[src/rtl/ep_bank_pkg.sv]
package ep_bank_pkg;
  localparam int REG_W    = 16;
  localparam int B_CRX    = 15;
  localparam int B_TRX    = 14;
  localparam int B_SRX_HI = 13;
  localparam int B_SRX_LO = 12;
  localparam int B_SETUP  = 11;
  localparam int B_TYP_HI = 10;
  localparam int B_TYP_LO = 9;
  localparam int B_KIND   = 8;
  localparam int B_CTX    = 7;
  localparam int B_TTX    = 6;
  localparam int B_STX_HI = 5;
  localparam int B_STX_LO = 4;
  localparam int B_EA_HI  = 3;
  localparam int B_EA_LO  = 0;

  typedef enum logic [1:0] {
    HS_OFF   = 2'b00,
    HS_STALL = 2'b01,
    HS_NAK   = 2'b10,
    HS_VALID = 2'b11
  } hs_e;

  typedef enum logic [1:0] {
    SZ_BYTE = 2'b00,
    SZ_HALF = 2'b01,
    SZ_WORD = 2'b10,
    SZ_RSVD = 2'b11
  } acc_size_e;
endpackage

[src/rtl/ep_slot.sv]
module ep_slot
  import ep_bank_pkg::*;
(
  input  logic             clk,
  input  logic             rst_n,
  input  logic             wr_en,
  input  logic [REG_W-1:0] wdata,
  input  logic             evt_rx,
  input  logic             evt_tx,
  input  logic             evt_setup,
  output logic [REG_W-1:0] q
);
  logic [REG_W-1:0] nxt;
  logic             upd_en;

  assign upd_en = wr_en | evt_rx | evt_tx;

  always_comb begin
    nxt = q;
    if (wr_en) begin
      nxt[B_CRX]             = q[B_CRX] & wdata[B_CRX];
      nxt[B_CTX]             = q[B_CTX] & wdata[B_CTX];
      nxt[B_TRX]             = q[B_TRX] ^ wdata[B_TRX];
      nxt[B_TTX]             = q[B_TTX] ^ wdata[B_TTX];
      nxt[B_SRX_HI:B_SRX_LO] = q[B_SRX_HI:B_SRX_LO] ^ wdata[B_SRX_HI:B_SRX_LO];
      nxt[B_STX_HI:B_STX_LO] = q[B_STX_HI:B_STX_LO] ^ wdata[B_STX_HI:B_STX_LO];
      nxt[B_TYP_HI:B_TYP_LO] = wdata[B_TYP_HI:B_TYP_LO];
      nxt[B_KIND]            = wdata[B_KIND];
      nxt[B_EA_HI:B_EA_LO]   = wdata[B_EA_HI:B_EA_LO];
    end
    if (evt_rx) begin
      nxt[B_CRX]             = 1'b1;
      nxt[B_TRX]             = ~nxt[B_TRX];
      nxt[B_SRX_HI:B_SRX_LO] = HS_NAK;
      nxt[B_SETUP]           = evt_setup;
    end
    if (evt_tx) begin
      nxt[B_CTX]             = 1'b1;
      nxt[B_TTX]             = ~nxt[B_TTX];
      nxt[B_STX_HI:B_STX_LO] = HS_NAK;
    end
  end

  always_ff @(posedge clk or negedge rst_n) begin
    if (!rst_n) begin
      q <= '0;
    end else if (upd_en) begin
      q <= nxt;
    end
  end

  // pending flags survive cycles with no write and no event
  a_r3_crx_hold: assert property (@(posedge clk) disable iff (!rst_n)
    (!wr_en && !evt_rx && q[B_CRX]) |=> q[B_CRX]);
  a_r3_ctx_hold: assert property (@(posedge clk) disable iff (!rst_n)
    (!wr_en && !evt_tx && q[B_CTX]) |=> q[B_CTX]);
  // a written one flips the receive toggle
  a_r4_trx_flip: assert property (@(posedge clk) disable iff (!rst_n)
    (wr_en && wdata[B_TRX] && !evt_rx) |=> (q[B_TRX] != $past(q[B_TRX])));
  // CPU cannot move the setup marker
  a_r7_setup_ro: assert property (@(posedge clk) disable iff (!rst_n)
    (wr_en && !evt_rx) |=> $stable(q[B_SETUP]));
  // completion parks status at NAK
  a_r8_nak_rx: assert property (@(posedge clk) disable iff (!rst_n)
    evt_rx |=> (q[B_SRX_HI:B_SRX_LO] == HS_NAK));
  a_r8_nak_tx: assert property (@(posedge clk) disable iff (!rst_n)
    evt_tx |=> (q[B_STX_HI:B_STX_LO] == HS_NAK));
  // engine set beats a same-cycle clear
  a_r9_set_wins_rx: assert property (@(posedge clk) disable iff (!rst_n)
    evt_rx |=> q[B_CRX]);
  a_r9_set_wins_tx: assert property (@(posedge clk) disable iff (!rst_n)
    evt_tx |=> q[B_CTX]);
endmodule

[src/rtl/ep_pend_arb.sv]
module ep_pend_arb #(
  parameter int N_EP = 8,
  localparam int IW  = (N_EP > 1) ? $clog2(N_EP) : 1
) (
  input  logic [N_EP-1:0] pend,
  output logic            any,
  output logic [IW-1:0]   idx
);
  always_comb begin
    idx = '0;
    for (int i = N_EP - 1; i >= 0; i--) begin
      if (pend[i]) idx = IW'(i);
    end
  end

  assign any = |pend;
endmodule

[src/rtl/usb_ep_ctrl_bank.sv]
module usb_ep_ctrl_bank
  import ep_bank_pkg::*;
#(
  parameter int N_EP   = 8,
  parameter int STRIDE = 4,
  localparam int IW    = (N_EP > 1) ? $clog2(N_EP) : 1,
  localparam int SW    = $clog2(STRIDE),
  localparam int AW    = IW + SW
) (
  input  logic             clk,
  input  logic             rst_n,
  input  logic             cpu_sel,
  input  logic             cpu_we,
  input  logic [AW-1:0]    cpu_addr,
  input  logic [1:0]       cpu_size,
  input  logic [REG_W-1:0] cpu_wdata,
  output logic [REG_W-1:0] cpu_rdata,
  input  logic             eng_done,
  input  logic [IW-1:0]    eng_ep,
  input  logic             eng_dir,
  input  logic             eng_setup,
  output logic             irq,
  output logic [IW-1:0]    irq_ep
);
  logic [1:0]       rst_sync;
  logic             rst_q;
  logic             acc_ok;
  logic [IW-1:0]    sel_idx;
  logic [REG_W-1:0] regs [N_EP];
  logic [N_EP-1:0]  pend;

  // async assert, synchronous release
  always_ff @(posedge clk or negedge rst_n) begin
    if (!rst_n) begin
      rst_sync <= 2'b00;
    end else begin
      rst_sync <= {rst_sync[0], 1'b1};
    end
  end
  assign rst_q = rst_sync[1];

  assign sel_idx = cpu_addr[AW-1:SW];
  assign acc_ok  = cpu_sel && (cpu_size == SZ_HALF) &&
                   (cpu_addr[SW-1:0] == '0) && (int'(sel_idx) < N_EP);

  for (genvar g = 0; g < N_EP; g++) begin : g_slot
    logic hit_wr, hit_rx, hit_tx;
    assign hit_wr = acc_ok && cpu_we && (sel_idx == IW'(g));
    assign hit_rx = eng_done && !eng_dir && (eng_ep == IW'(g));
    assign hit_tx = eng_done &&  eng_dir && (eng_ep == IW'(g));

    ep_slot u_slot (
      .clk       (clk),
      .rst_n     (rst_q),
      .wr_en     (hit_wr),
      .wdata     (cpu_wdata),
      .evt_rx    (hit_rx),
      .evt_tx    (hit_tx),
      .evt_setup (eng_setup),
      .q         (regs[g])
    );
    assign pend[g] = regs[g][B_CRX] | regs[g][B_CTX];
  end

  always_comb begin
    cpu_rdata = '0;
    for (int i = 0; i < N_EP; i++) begin
      if (acc_ok && (sel_idx == IW'(i))) cpu_rdata = regs[i];
    end
  end

  ep_pend_arb #(.N_EP(N_EP)) u_arb (
    .pend (pend),
    .any  (irq),
    .idx  (irq_ep)
  );

  // reported endpoint really has a pending flag
  a_r10_ep_pending: assert property (@(posedge clk) disable iff (!rst_q)
    irq |-> pend[irq_ep]);
  a_r10_idle_zero: assert property (@(posedge clk) disable iff (!rst_q)
    !irq |-> (irq_ep == '0));
  // a rejected write with no engine event leaves the bank unchanged
  a_r1_reject_write: assert property (@(posedge clk) disable iff (!rst_q)
    (cpu_sel && cpu_we && (cpu_size != SZ_HALF) && !eng_done) |=> $stable(pend));
endmodule

[config.mk]
export PLATFORM = sky130hd
export DESIGN_NAME = usb_ep_ctrl_bank
export DESIGN_NICKNAME = d
export VERILOG_FILES = /design/src/rtl/ep_bank_pkg.sv /design/src/rtl/ep_slot.sv /design/src/rtl/ep_pend_arb.sv /design/src/rtl/usb_ep_ctrl_bank.sv
export SDC_FILE = /design/constraint.sdc
export NUM_CORES = 1
export LEC_CHECK = 0
export BUFFER_PORTS_ARGS = -buffer_cell sky130_fd_sc_hd__buf_2
export CORE_ASPECT_RATIO = 0.7
export CORE_MARGIN = 2
export CORE_UTILIZATION = 55
export DETAILED_ROUTE_END_ITERATION = 12
export GPL_TIMING_DRIVEN = 0
export HOLD_SLACK_MARGIN = 0.12
export PLACE_DENSITY_LB_ADDON = 0.15
export SETUP_SLACK_MARGIN = 0.05
export SYNTH_ARGS = -nofsm -noshare
export SYNTH_HDL_FRONTEND = slang
export SYNTH_SLANG_ARGS = --single-unit
export TNS_END_PERCENT = 20
[constraint.sdc]
create_clock -name clk -period 3.6 [get_ports clk]
set_input_delay 0.9 -clock clk [delete_from_list [all_inputs] [get_ports clk]]
set_output_delay 0.9 -clock clk [all_outputs]
set_load 0.01 [all_outputs]
### Word-level counts from Yosys, hierarchy flattened

Cells that the tools add are included.

| storage, ports and cells | value |
|---|---|
| register bits after elaboration | 130 |
| input port bits | 33 |
| output and inout port bits | 20 |
| word-level logic and storage cells | 282 |

| cells by class | value |
|---|---|
| equal/unequal tests | 15 |
| mux-type cells | 48 |
| bitwise operators | 88 |
| reduce and logical (&&, ||, !) cells | 90 |

Operators by type and width:

| kind | count |
|---|---|
| $mux 16 | 8 |
| $mux 4 | 16 |
| $mux 8 | 8 |
| $reduce_and 2->1 | 32 |
| $mux 5 | 8 |
| $logic_and 1x1->1 | 37 |
| $reduce_bool 2->1 | 16 |
| $xor 2x2->2 | 16 |
| $eq 3x3->1 const B | 8 |
| $mux 3 | 8 |
| $or 1x1->1 | 24 |
| $and 1x1->1 | 16 |
| $not 1->1 | 16 |
| $xor 1x1->1 | 16 |
| $eq 3x2->1 const B | 4 |
| $reduce_or 8->1 | 1 |
| $eq 3x1->1 const B | 2 |
| $logic_not 3->1 | 2 |
| $eq 2x1->1 const B | 1 |
| $logic_not 2->1 | 1 |
| $logic_not 1->1 | 1 |

### Logic depth before layout (Yosys ltp)

Gate-level depths: netlist (run 1).

| depth | value |
|---|---|
| word-level depth | 12 |
| mapped depth | 8 |
| depth with buffers taken out | 4 |

### Hierarchy

Synthesis (run 1) repeated with hierarchy kept, for this count alone.

| second synthesis, totals | value |
|---|---|
| cells, all modules | 640 |
| area total of the unflattened synthesis | 7,189.4 um^2 |

By module, submodules not included:

| module | instances | cells an instance | area each (um^2) |
|---|---|---|---|
| ep_slot | 8 | 48 | 673.1 |
| usb_ep_ctrl_bank | 1 | 243 | 1,722.9 |
| ep_pend_arb | 1 | 13 | 81.3 |

### Worst setup path before layout (run 1)

No wires, ideal clock.

| timing | value |
|---|---|
| path type | in2out |
| start | in cpu_addr[3] |
| end | out cpu_rdata[7] |
| data arrival time | 2.084 ns |
| slack | 0.616 ns |
| cell stages on the path | 7 |
| buffers on the path | 3 |
| cells stage by stage | buf_4 -> buf_4 -> buf_2 -> nand3b_1 -> o21a_1 -> o211a_1 -> o21ai_0 |

| on the way | value |
|---|---|
| word-level cells in the longest chain between the ends | 10 |

RTL lines:

| item | RTL line | text |
|---|---|---|
| start: declaration | usb_ep_ctrl_bank.sv:14 | `input logic [AW-1:0] cpu_addr,` |
| $logic_not 3->1 | usb_ep_ctrl_bank.sv:68 | `if (acc_ok && (sel_idx == IW'(i))) cpu_rdata = regs[i];` |
| $logic_and 1x1->1 | usb_ep_ctrl_bank.sv:68 |  |
| $mux 16 (7 in a row) | usb_ep_ctrl_bank.sv:68 |  |
| $mux 16 (*) | usb_ep_ctrl_bank.sv:68 |  |
| end: declaration | usb_ep_ctrl_bank.sv:17 | `output logic [REG_W-1:0] cpu_rdata,` |

Every way passes the cells marked *; elsewhere a longest branch is shown, timed or not.

### Worst setup path after layout (run 1)

| timing | value |
|---|---|
| start | in cpu_addr[3] |
| end | out cpu_rdata[4] |

Same word-level chain as after synthesis.

==> qor.txt, run 1 <==
========================================================================================
Largest net degree at the start of global routing                                     67
Core box area                                                                  12500 µm²
Power per unit of standard cell area                                          524 nW/µm²
Most frequently used flop master after synthesis                            sky130_fd_sc_hd__dfrtp_1
Final estimated routing congestion in global placement                             0.973
Cell type with the highest aggregate area in the netlist                    sky130_fd_sc_hd__dfrtp_1
Final layout net count                                                               837
Syn-to-layout area delta                                                           15.7%
Number of search-and-repair iterations in the first detailed-routing pass              5
Crit Path Max Fanout                                                                  10
Most frequent cells after synthesis                                         sky130_fd_sc_hd__nand2_1 (151), sky130_fd_sc_hd__dfrtp_1 (130), sky130_fd_sc_hd__o21ai_0 (52), sky130_fd_sc_hd__mux2_2 (34), sky130_fd_sc_hd__xnor2_1 (29)
Routing usage on met3                                                              0.102
Crit path largest cell delay                                                     0.56 ns
Number of cell rows                                                                   34
Finished Cell Area                                                              8240 µm²
Total I/O pin count                                                                   53
Max VDD drop                                                                    0.443 mV
Number of clock sinks seen by CTS                                                    130
CTS tree                                                                             yes
Multi-input gate area                                                           3580 µm²
Vias per cell                                                                       6.31
RSZ-0062 raised after global routing                                                true
Library cell used as clock root buffer                                      sky130_fd_sc_hd__clkbuf_16
Worst-case headroom to the max-slew limit                                          0.388
Filler instances                                                                    1008
Warning count from the yosys run                                                       0
Bufs on Longest Clock Path                                                             2
Number of buffers inserted by hold repair at cts                                       0
Worst path setup slack after routing                                         -0.00991 ns
Switching pwr                                                                    1.24 mW
Placed instance area                                                            7590 µm²
Clk network pwr share                                                              0.417
Initial Util                                                                       0.569
Die Span Y                                                                       99.2 µm
Final Max Tran Viols                                                                   0
Asr flop ratio synth                                                                1.00
Total die area                                                                 13900 µm²
Input/output buffers                                                                  48
Worst endpoint data arrival time                                                 2.71 ns
# diodes                                                                               0
Layer carrying the most global-route usage                                          met1
Final count of hold timing violations                                                  0
Net switching fraction of the power                                                0.286
Area share of the largest cell type after synthesis                                0.457
Max-capacitance violation count                                                        0
Number of nets with antenna violations after routing                                   0
Type of origin of the critical path                                         primary input
Global route overflow                                                                  0
Number of antenna violations at the first check in global routing                      0
Logic gate share of total power                                                    0.149
Sequential power share                                                             0.434
Class of the most critical hold timing path                                 primary input to asynchronous set/reset pin
Fin util                                                                           0.658
Total clock buffers created by CTS                                                    17
Number of enable flip-flop cells after synthesis                                       0
Cell internal pwr                                                                3.08 mW
Post-Place Setup Slack                                                        -0.0593 ns
Post-synthesis instance total                                                        736
Skew-Pair Late Insertion Delay                                                   0.42 ns
LEAKAGE                                                                          3.84 nW
Max Freq                                                                         277 MHz
Overall track demand over capacity in global routing                               0.330
Fraction of the yosys area taken by sequential cells                               0.457
Wire length per cell after detailed routing                                      22.7 µm
Violations in the final reports                                             negative setup slack
Number of synthesized register bits                                                  130
Post-Syn Area                                                                   7120 µm²
CP Capture Type                                                             primary output
Violation count after the first detailed-routing iteration                           654
Total negative slack for setup checks                                        -0.00991 ns
Final period util                                                                   1.00
Post-synthesis cell type count                                                        65
Register area                                                                   3260 µm²
Slew at the pin closest to its max-slew limit                                   0.918 ns
HPWL reported at the end of detailed placement                                  16200 µm
Vias in the first global route                                                      5977
Run status                                                                  finished, violations left
Post-Syn Area per Cell                                                          9.67 µm²
Global Route met2 Usage                                                            0.456
Most frequent cell after synthesis                                          sky130_fd_sc_hd__nand2_1
Number of H-tree levels                                                                4
Dominant cells by area after synthesis                                      sky130_fd_sc_hd__dfrtp_1 (46%), sky130_fd_sc_hd__nand2_1 (8.0%), sky130_fd_sc_hd__mux2_2 (5.4%), sky130_fd_sc_hd__o21ai_0 (3.7%), sky130_fd_sc_hd__xnor2_1 (3.6%)
Critical path required time                                                      2.70 ns
Worst clock skew                                                              0.00756 ns
Minimum period implied by the final worst setup slack                            3.61 ns
Critical-path cell with the highest stage delay                             sky130_fd_sc_hd__o311ai_1
Met1 demand-to-capacity share in global routing                                    0.507
Synthesized net count                                                                769
Clock transition at path regs                                                    0.06 ns
Setup Viol. Count Final                                                                1
Total wirelength of the detailed-routed design                                  22200 µm
Via total after detailed routing                                                    6173
Number of remaining DRC errors                                                         0
Cell-by-cell listing of the critical path                                   buf_4 > buf_4 > buf_2 > a211oi_1 > o311ai_1 > a22o_1 > buf_2
Layout cell share with drive strength beyond 1                                     0.217
First-pass GRT wire length                                                      34400 µm
Die boundary width                                                                140 µm
Class of the most critical setup path                                       primary input to primary output
========================================================================================
metal layers:
| layer | wire length (µm) | up-vias | share of wire |
|---|---|---|---|
| met2 | 9210 | 359 | 0.41 |
| li1 | - | 2729 | - |
| met1 | 10100 | 3056 | 0.46 |
| met4 | 267 | 0 | 0.012 |
| met5 | 0 | - | 0 |
| met3 | 2640 | 29 | 0.12 |
worst paths after layout:
kind | slack [ns] | startpoint | cells after the start | to
worst max-delay path | -0.01 | cpu_addr[3] | 7 | cpu_rdata[4]
worst min-delay path | 0.25 | rst_n | 1 | rst_sync[1]
worst max register to register | 2.27 | rst_sync[1] | 1 | g_slot[4].u_slot.q[8]
worst min register to register | 0.35 | rst_sync[0] | 0 | rst_sync[1]
max in group asynchronous | 2.27 | rst_sync[1] | 1 | g_slot[4].u_slot.q[8]
min in group clk | 0.35 | rst_sync[0] | 0 | rst_sync[1]
cell type report:
class / instances / area share
Tap cell: 162 / 0.0246
Clock inverter: 12 / 0.0191
Clock buffer: 20 / 0.0542
Buffer: 50 / 0.0371
Multi-Input combinational cell: 552 / 0.435
Sequential cell: 130 / 0.395
Inverter: 4 / 0.00182
Timing Repair Buffer: 49 / 0.0325
repair_timing:
action,4_1_cts,5_1_grt
setup buffers,0,0
setup endpoints to repair,8,16
gates resized for setup,8,13
power groups by stage:
stage	Sequential (mW)	Clock [mW]	Combinational, mW
2_1_floorplan	1.83	0	0.437
3_5_place_dp	1.89	0	0.614
3_3_place_gp	1.89	0	0.578
5_1_grt	1.90	1.86	0.701
4_1_cts	1.86	1.80	0.624
6_report	1.87	1.80	0.645
cells in the final DEF (no fill, tap or decap), types with 11 or more instances in the layout:
master	instances
sky130_fd_sc_hd__mux2_2	34
sky130_fd_sc_hd__o21a_1	12
sky130_fd_sc_hd__nor2_1	25
sky130_fd_sc_hd__clkbuf_16	17
sky130_fd_sc_hd__nand4_1	24
sky130_fd_sc_hd__xor2_1	20
sky130_fd_sc_hd__nand3_1	12
sky130_fd_sc_hd__a22o_1	14
sky130_fd_sc_hd__buf_2	62
sky130_fd_sc_hd__a211oi_1	13
sky130_fd_sc_hd__clkbuf_1	11
sky130_fd_sc_hd__nor2b_1	21
sky130_fd_sc_hd__buf_4	13
sky130_fd_sc_hd__nand2_1	151
sky130_fd_sc_hd__xnor2_1	29
sky130_fd_sc_hd__a21boi_0	13
sky130_fd_sc_hd__o21ai_0	52
sky130_fd_sc_hd__dfrtp_1	129
sky130_fd_sc_hd__and3b_1	23
sky130_fd_sc_hd__a21oi_1	14
cells by family (layout without fill, tap and decap cells):
| kind of cell | after synthesis | count (layout) | synth area share |
|---|---|---|---|
| XOR/XNOR | 49 | 49 | 0.0603 |
| multiplexers | 42 | 42 | 0.0650 |
| other | 1 | 1 | 0.000527 |
| AO/OA/AOI/OAI | 154 | 154 | 0.143 |
| buffers and inverters | 54 | 135 | 0.0439 |
| flip-flops | 130 | 130 | 0.457 |
| AND/OR/NAND/NOR | 306 | 306 | 0.230 |
state kept, by name, indices dropped and copies added (netlist names):
| signal | count |
|---|---|
| g_slot.u_slot.q | 128 |
| rst_sync | 2 |
stage by stage:
stage               power, mW  hold slack (ns)  instances
detailed placement       2.50            0.337        947
finish                   4.32            0.248        979
floorplan                2.27            0.331        736
global placement         2.47            0.337        946
global route             4.46            0.242        979
CTS                      4.29            0.239        979
worst max-delay path, delay by kind of cell:
| kind | cells | cell delay (ns) |
|---|---|---|
| AO/OA/AOI/OAI | 3 | 0.97 |
| buffers and inverters | 4 | 0.82 |
Power figures use the tool's default switching activity.
==> run 2: changes to the inputs <==
- REMOVE_ABC_BUFFERS: not set -> 1
==> qor.txt, run 2 (synthesized netlist as in run 1, its figures left out) <==
========================================================================================
Run status                                                                  finished clean   was finished, violations left
# diodes                                                                               0   unchanged
Worst clock skew                                                              0.00529 ns   was 0.00756 ns
Class of the most critical setup path                                       primary input to primary output   unchanged
Core box area                                                                  12500 µm²   unchanged
Max VDD drop                                                                    0.421 mV   was 0.443 mV
Library cell used as clock root buffer                                      sky130_fd_sc_hd__clkbuf_16   unchanged
HPWL reported at the end of detailed placement                                  12600 µm   was 16200 µm
Crit path largest cell delay                                                     0.41 ns   was 0.56 ns
Critical-path cell with the highest stage delay                             sky130_fd_sc_hd__and4bb_2   was sky130_fd_sc_hd__o311ai_1
Total clock buffers created by CTS                                                    17   unchanged
Cell family contributing the most delay on the critical path                simple AND/OR/NAND/NOR gates   was compound AO/OA/AOI/OAI gates
Critical path required time                                                      2.70 ns   about the same
Most common cell after layout, fill and taps aside                          sky130_fd_sc_hd__nand2_1   unchanged
Placed instance area                                                            7320 µm²   was 7590 µm²
Final count of hold timing violations                                                  0   unchanged
Final period util                                                                  0.970   was 1.00
Buffers & Inverters on Critical Path                                                   2   was 4
Cell-by-cell listing of the critical path                                   buf_8 > and4bb_2 > and2_4 > nand2_1 > o21ai_0 > buf_2   was buf_4 > buf_4 > buf_2 > a211oi_1 > o311ai_1 > a22o_1 > buf_2
Number of search-and-repair iterations in the first detailed-routing pass              6   was 5
Hold WS                                                                         0.261 ns   was 0.248 ns
First-pass GRT wire length                                                      32400 µm   was 34400 µm
Setup Viol. Count Final                                                                0   was 1
Top library cells by usage in the layout, fill and taps aside               sky130_fd_sc_hd__nand2_1 (151), sky130_fd_sc_hd__dfrtp_1 (129), sky130_fd_sc_hd__o21ai_0 (52), sky130_fd_sc_hd__buf_2 (48), sky130_fd_sc_hd__mux2_2 (34)   was sky130_fd_sc_hd__nand2_1 (151), sky130_fd_sc_hd__dfrtp_1 (129), sky130_fd_sc_hd__buf_2 (62), sky130_fd_sc_hd__o21ai_0 (52), sky130_fd_sc_hd__mux2_2 (34)
Vias in the first global route                                                      5853   was 5977
Post-Place Setup Slack                                                          -1.23 ns   was -0.0593 ns
Vias per cell                                                                       6.39   was 6.31
RSZ-0062 raised after global routing                                               false   was true
Via total after detailed routing                                                    5960   was 6173
Overall power of the completed layout                                            4.22 mW   was 4.32 mW
Max-capacitance violation count                                                        0   unchanged
Global route overflow                                                                  0   unchanged
Final layout net count                                                               794   was 837
Worst path setup slack after routing                                            0.108 ns   was -0.00991 ns
Layout cell share with drive strength beyond 1                                     0.187   was 0.217
Worst endpoint data arrival time                                                 2.59 ns   was 2.71 ns
Clock transition at path regs                                                    0.06 ns   about the same
Power per unit of standard cell area                                          527 nW/µm²   was 524 nW/µm²
Die boundary width                                                                140 µm   unchanged
Finished Cell Area                                                              8000 µm²   was 8240 µm²
Crit Path Max Fanout                                                                  82   was 10
Total I/O pin count                                                                   53   unchanged
Number of antenna violations at the first check in global routing                      0   unchanged
Final Max Tran Viols                                                                   0   unchanged
Bufs on Longest Clock Path                                                             2   unchanged
Total die area                                                                 13900 µm²   unchanged
Die Span Y                                                                       99.2 µm   unchanged
Wire length per cell after detailed routing                                      22.0 µm   was 22.7 µm
Max reg flops                                                                        128   unchanged
Minimum period implied by the final worst setup slack                            3.49 ns   was 3.61 ns
Overall track demand over capacity in global routing                               0.305   was 0.330
Largest net degree at the start of global routing                                     83   was 67
Type of origin of the critical path                                         primary input   unchanged
Syn-to-layout area delta                                                           12.4%   was 15.7%
LEAKAGE                                                                          3.69 nW   was 3.84 nW
Final estimated routing congestion in global placement                             0.893   was 0.973
Initial Util                                                                       0.569   unchanged
Multi-input gate area                                                           3600 µm²   was 3580 µm²
Input/output buffers                                                                  51   was 48
Number of H-tree levels                                                                4   unchanged
Class of the most critical hold timing path                                 primary input to asynchronous set/reset pin   unchanged
Largest registers in the final layout                                       g_slot.u_slot.q x128, rst_sync x2   unchanged
CP Capture Type                                                             primary output   unchanged
Max Freq                                                                         286 MHz   was 277 MHz
Total wirelength of the detailed-routed design                                  20500 µm   was 22200 µm
Number of remaining DRC errors                                                         0   unchanged
Slew at the pin closest to its max-slew limit                                   0.971 ns   was 0.918 ns
Filler instances                                                                    1004   was 1008
Number of clock sinks seen by CTS                                                    130   unchanged
Register area                                                                   3260 µm²   unchanged
Violation count after the first detailed-routing iteration                           587   was 654
Skew-Pair Late Insertion Delay                                                   0.41 ns   was 0.42 ns
Total negative slack for setup checks                                               0 ns   was -0.00991 ns
Register containing the most flip-flops in the final layout                 g_slot.u_slot.q   unchanged
Number of cell rows                                                                   34   unchanged
CTS tree                                                                             yes   unchanged
Worst-case headroom to the max-slew limit                                          0.350   was 0.388
Number of nets with antenna violations after routing                                   0   unchanged
========================================================================================
## run 2: layout make-up
cell class                      count  area share
Clock buffer                       24      0.0627
Sequential cell                   130       0.407
Tap cell                          162      0.0253
Multi-Input combinational cell    553       0.449
Timing Repair Buffer               55      0.0410
Clock inverter                      5      0.0125
Inverter                            4     0.00234
## run 2: stage by stage
| stage | util | std cells |
|---|---|---|
| 4_1_cts | 0.638 | 931 |
| 5_1_grt | 0.640 | 933 |
| 6_report | 0.640 | 933 |
| 2_1_floorplan | - | 686 |
| 3_5_place_dp | 0.585 | 900 |
| 3_3_place_gp | 0.582 | 899 |
## run 2: per-layer routing
layer	vias up	track usage	part of all wire
met4	0	0.0969	0.027
met1	2938	0.419	0.42
li1	2642	-	-
met3	51	0.0896	0.10
met5	-	0	0
met2	329	0.472	0.45
## run 2: final timing paths
check | startpoint | end | slack, ns | cells after the start
worst max-delay path | cpu_addr[3] | cpu_rdata[7] | 0.11 | 6
worst min-delay path | rst_n | rst_sync[1] | 0.26 | 1
worst max register to register | rst_sync[1] | g_slot[2].u_slot.q[2] | 2.36 | 1
worst min register to register | rst_sync[0] | rst_sync[1] | 0.36 | 0
max in group asynchronous | rst_sync[1] | g_slot[2].u_slot.q[2] | 2.36 | 1
min in group clk | rst_sync[0] | rst_sync[1] | 0.36 | 0
## run 2: where the power goes
group	leakage [nW]	switching (mW)	total (mW)	internal (mW)
clock	0.298	0.605	1.77	1.17
combinational	1.76	0.308	0.586	0.278
sequential	1.64	0.182	1.86	1.68
## run 2: timing repair
action | in CTS | in global routing
cloned | 1 | 0
pin swaps | 1 | 1
hold buffers | 0 | 0
resized for setup | 14 | 4
setup endpoints to repair | 20 | 13
setup buffers | 1 | 2
